===== src/rtl/bseq_pkg.sv =====
package bseq_pkg;

    typedef enum logic {
        ST_IDLE  = 1'b0,
        ST_BURST = 1'b1
    } state_e;

    typedef enum logic {
        ORD_LINEAR = 1'b0,
        ORD_XOR    = 1'b1
    } order_e;

endpackage


===== src/rtl/bseq_fsm.sv =====
module bseq_fsm
    import bseq_pkg::*;
(
    input  logic   clk,
    input  logic   rst,
    input  logic   stall,
    input  logic   load,
    input  logic   advance,
    output state_e state_o,
    output logic   ld_en,
    output logic   step_en
);

    state_e state_q;
    state_e state_d;
    logic   go;

    assign go = ~stall;

    always_ff @(posedge clk) begin
        if (rst) begin
            state_q <= ST_IDLE;
        end else begin
            state_q <= state_d;
        end
    end

    always_comb begin
        state_d = state_q;
        unique case (state_q)
            ST_IDLE: begin
                if (go && load) begin
                    state_d = ST_BURST;
                end
            end
            ST_BURST: begin
                state_d = ST_BURST;
            end
            default: state_d = ST_IDLE;
        endcase
    end

    always_comb begin
        ld_en   = 1'b0;
        step_en = 1'b0;
        unique case (state_q)
            ST_IDLE: begin
                ld_en = go & load;
            end
            ST_BURST: begin
                ld_en   = go & load;
                step_en = go & ~load & advance;
            end
            default: begin
                ld_en   = 1'b0;
                step_en = 1'b0;
            end
        endcase
    end

    assign state_o = state_q;

endmodule


===== src/rtl/bseq_track.sv =====
module bseq_track
    import bseq_pkg::*;
#(
    parameter int W = 2
) (
    input  logic         clk,
    input  logic         rst,
    input  logic         ld_en,
    input  logic         step_en,
    input  logic [W-1:0] start_i,
    input  logic         order_i,
    output logic [W-1:0] start_q,
    output logic [W-1:0] beat_q,
    output order_e       order_q
);

    localparam logic [W-1:0] ONE = W'(1);

    always_ff @(posedge clk) begin
        if (rst) begin
            start_q <= '0;
            beat_q  <= '0;
            order_q <= ORD_LINEAR;
        end else if (ld_en) begin
            start_q <= start_i;
            beat_q  <= '0;
            order_q <= order_i ? ORD_XOR : ORD_LINEAR;
        end else if (step_en) begin
            beat_q  <= beat_q + ONE;
        end
    end

endmodule


===== src/rtl/bseq_map.sv =====
module bseq_map
    import bseq_pkg::*;
#(
    parameter int W = 2
) (
    input  logic [W-1:0] start_i,
    input  logic [W-1:0] beat_i,
    input  order_e       order_i,
    output logic [W-1:0] ofs_o
);

    logic [W-1:0] lin_ofs;
    logic [W-1:0] xor_ofs;

    assign lin_ofs = start_i + beat_i;

    for (genvar b = 0; b < W; b++) begin : g_xor_bit
        assign xor_ofs[b] = start_i[b] ^ beat_i[b];
    end

    always_comb begin
        unique case (order_i)
            ORD_LINEAR: ofs_o = lin_ofs;
            ORD_XOR:    ofs_o = xor_ofs;
            default:    ofs_o = lin_ofs;
        endcase
    end

endmodule


===== src/rtl/bseq_top.sv =====
module bseq_top
    import bseq_pkg::*;
#(
    parameter int OFS_W = 2
) (
    input  logic             clk,
    input  logic             rst,
    input  logic             stall,
    input  logic             load,
    input  logic             advance,
    input  logic             order_sel,
    input  logic [OFS_W-1:0] start_ofs,
    output logic [OFS_W-1:0] ofs
);

    state_e           st;
    logic             ld_en;
    logic             step_en;
    logic [OFS_W-1:0] start_q;
    logic [OFS_W-1:0] beat_q;
    order_e           order_q;

    bseq_fsm u_fsm (
        .clk     (clk),
        .rst     (rst),
        .stall   (stall),
        .load    (load),
        .advance (advance),
        .state_o (st),
        .ld_en   (ld_en),
        .step_en (step_en)
    );

    bseq_track #(.W(OFS_W)) u_track (
        .clk     (clk),
        .rst     (rst),
        .ld_en   (ld_en),
        .step_en (step_en),
        .start_i (start_ofs),
        .order_i (order_sel),
        .start_q (start_q),
        .beat_q  (beat_q),
        .order_q (order_q)
    );

    bseq_map #(.W(OFS_W)) u_map (
        .start_i (start_q),
        .beat_i  (beat_q),
        .order_i (order_q),
        .ofs_o   (ofs)
    );

endmodule


===== config.mk =====
export PLATFORM = sky130hd
export DESIGN_NAME = bseq_top
export DESIGN_NICKNAME = d
export VERILOG_FILES = /design/src/rtl/bseq_pkg.sv /design/src/rtl/bseq_fsm.sv /design/src/rtl/bseq_track.sv /design/src/rtl/bseq_map.sv /design/src/rtl/bseq_top.sv
export SDC_FILE = /design/constraint.sdc
export NUM_CORES = 1
export LEC_CHECK = 0
export BUFFER_PORTS_ARGS = -buffer_cell sky130_fd_sc_hd__buf_4
export CAP_MARGIN = 10
export CELL_PAD_IN_SITES_DETAIL_PLACEMENT = 1
export CELL_PAD_IN_SITES_GLOBAL_PLACEMENT = 1
export CORE_AREA = 2 2 39 41
export DETAILED_ROUTE_END_ITERATION = 6
export DIE_AREA = 0 0 41 43
export PLACE_DENSITY_LB_ADDON = 0.1
export SLEW_MARGIN = 20
export SYNTH_ARGS = -nofsm -noshare
export SYNTH_HDL_FRONTEND = slang
export SYNTH_HIERARCHICAL = 1
export SYNTH_SLANG_ARGS = --single-unit

===== constraint.sdc =====
create_clock -name clk -period 0.95 [get_ports clk]
set_input_delay 0.0475 -clock clk [delete_from_list [all_inputs] [get_ports clk]]
set_output_delay 0.0475 -clock clk [all_outputs]
set_load 0.05 [all_outputs]

==> impl_metrics.tcl <==
set metrics [dict create \
    numCtsBuffers 3 \
    io_buffer_count 9 \
    grt_util_all_layers_pct 9.36 \
    cts_tree "yes" \
    reg2reg_depth 4 \
    status "finished with violations" \
    overflow 0 \
    die_x_um 41 \
    synth-seq-cells 6 \
    worstMarginPinSlew_ns 0.230 \
    grt_pass1_vias 257 \
    ant_nets 0 \
    syn_area_um2 282 \
    antenna_cells 0 \
    core_area_um2 1380 \
    cts_buffer_depth 2 \
    cts.reportedPaths.clkPinSlew_ns 0.04 \
    rsz0062_at_grt "yes" \
    drc 0 \
    power_density_nw_per_um2 1250 \
    avgSynthCellArea_um2 10.8 \
    core.rowCount 14 \
    required_ns 0.90 \
    vias 231 \
    r2r-end "u_track/beat_q[1]" \
    layout-drive-gt1-share_pct 70.0 \
    min_path_type "in2reg" \
    avgRoutedWirePerCell_um 10.9 \
    post_dp_cell_area_um2 419 \
    grt_max_degree 7 \
    slew_headroom_pct 84.6 \
    setup_ws_ns -0.281 \
    grt_first_pass_wirelength_um 1060 \
    antenna_found_initial 0 \
    rrSetupSlack_ns 0.03 \
    start_util_pct 20.3 \
    maxCapViolations 0 \
    power_mw 0.607 \
    hold_slack_ns 0.00637 \
    finClkSkew_ns 0.000106 \
    reg2reg_from "u_fsm/state_o" \
    netlist_instances 26 \
    area_delta_synth_final_pct 72.0 \
    worst_ep_arrival_time_ns 1.18 \
    irDropWorstVdd_mv 0.455 \
    min_from "rst" \
    drtIter0Drc 1 \
    dp_slack_ns -0.132 \
    ys_types 14 \
    critPathLaunchType "flop" \
    endpoint_kind "output pin" \
    crit_type "reg2out" \
    design.portCount 10 \
    post-route-period-util_pct 130 \
    tns_ns -0.342 \
    ctsRootBufferMaster "clkbuf_4" \
    setup_viol 2 \
    clock_sinks 6 \
    min_period_ns 1.23 \
    synth_top_area_cell "dfxtp_1" \
    synth_top_area_share_pct 42.7 \
    nNetsFinal 51 \
    dpl.hpwl_um 513 \
    violations "setup timing" \
    syn_nets 35 \
    hold_viol_final 0 \
    ys_seq_area_share_pct 42.7 \
    p_leak_nw 0.199 \
    place.gp.congestion 0.609 \
    via_per_inst 4.13 \
    slew_viol_final 0 \
    fp.dieH_um 43 \
    hold_depth 2 \
    die_area_um2 1760 \
    ys_warn_count 6 \
    insertion_delay_ns 0.24 \
    drt-pass1-iter-count 2 \
    htreeDepth 1 \
    crit_fanout 2 \
    ctsHoldBuffers 0 \
    fmax_ghz 0.812 \
    stdcell_area_um2 484 \
    whs_endpoint "u_track/beat_q[1]" \
    synth.area.top_cells "dfxtp_1, mux2i_1, xnor2_1" \
    routed_wl_um 613 \
]
-- worst max-delay path by stage --
stage / from / slack, ns / endpoint / cells past startpoint
finish: u_track/start_q[0] / -0.28 / ofs[1] / 4
global route: u_track/start_q[0] / -0.34 / ofs[1] / 4
CTS: u_track/start_q[0] / -0.31 / ofs[1] / 4
detailed placement: u_track/start_q[0] / -0.13 / ofs[1] / 4
global placement: u_track/start_q[0] / -0.09 / ofs[1] / 4
floorplan: u_track/beat_q[0] / -0.06 / ofs[1] / 3
-- kinds of logic after synthesis --
family                   count (synthesis)  share of synthesized area, %
AND/OR/NAND/NOR                          9                          18.7
flip-flops                               6                          42.7
AO/OA/AOI/OAI                            3                          11.6
XOR/XNOR                                 3                          9.34
multiplexers                             3                          10.7
buffers and inverters                    1                          2.67
adder cells (fa/ha/maj)                  1                          4.44
-- routing by layer --
layer	vias to the layer above	part of all wire [%]	GRT usage, %
met5	-	0	0
met4	0	0	4.00
met3	0	4.4	5.24
met2	6	54	14.1
met1	109	42	10.4
li1	116	-	-
-- cell usage after synthesis (all sizes together) --
| library cell | number |
|---|---|
| nor3 | 2 |
| buf | 1 |
| nand3b | 1 |
| nor2 | 3 |
| xnor2 | 3 |
| ha | 1 |
| nor2b | 2 |
| o21ba | 1 |
| a211oi | 1 |
| a21bo | 1 |
| nand2 | 1 |
| dfxtp | 6 |
| mux2i | 3 |
-- layout by cell type, fill, tap and decap left out --
cell type and n:
a211oi_2 1, a21bo_1 1, buf_4 10, buf_6 1
buf_8 1, clkbuf_4 3, dfxtp_1 1, dfxtp_2 5
ha_4 1, mux2i_1 3, nand2_2 1, nand3b_1 1
nor2_1 3, nor2b_4 2, nor3_1 1, nor3_4 1
o21ba_1 1, xnor2_1 1, xnor2_2 1, xnor2_4 1
-- critical path, cell delays in order, from the launching register on --
cell	delay, ns
dfxtp_2	0.35
ha_4	0.13
nor2b_4	0.17
xnor2_4	0.12
buf_6	0.17
-- sequential cells by signal, summed over array words and instances, names as in the netlist --
| name | count |
|---|---|
| u_track/beat_q | 2 |
| u_fsm/state_o | 1 |
| u_track/start_q | 2 |
| u_track/order_q | 1 |
-- report_power, final --
group | leakage [nW] | internal (mW) | switching, mW
logic | 0.134 | 0.0573 | 0.0499
registers | 0.0511 | 0.264 | 0.00910
clock network | 0.0138 | 0.142 | 0.0839
total | 0.199 | 0.464 | 0.143
-- metrics by stage --
step	utilization (%)	cells
floorplan	-	26
global placement	30.3	53
detailed placement	30.3	53
CTS	34.3	56
global route	35.0	56
finish	35.0	56
-- timing repair --
item | in CTS | in global routing
setup buffers | 1 | 0
endpoints found under the setup margin | 3 | 4
gates resized for setup | 8 | 3
pin swaps | 6 | 2
-- final cells by class --
cell class	count	area (um2)
well taps	16	20.0
fillers	159	900
repair buffers	12	101
multi-input cells	19	214
clock buffers	3	22.5
flip-flops and latches	6	126
No activity file was read; power rests on OpenSTA's default activity.
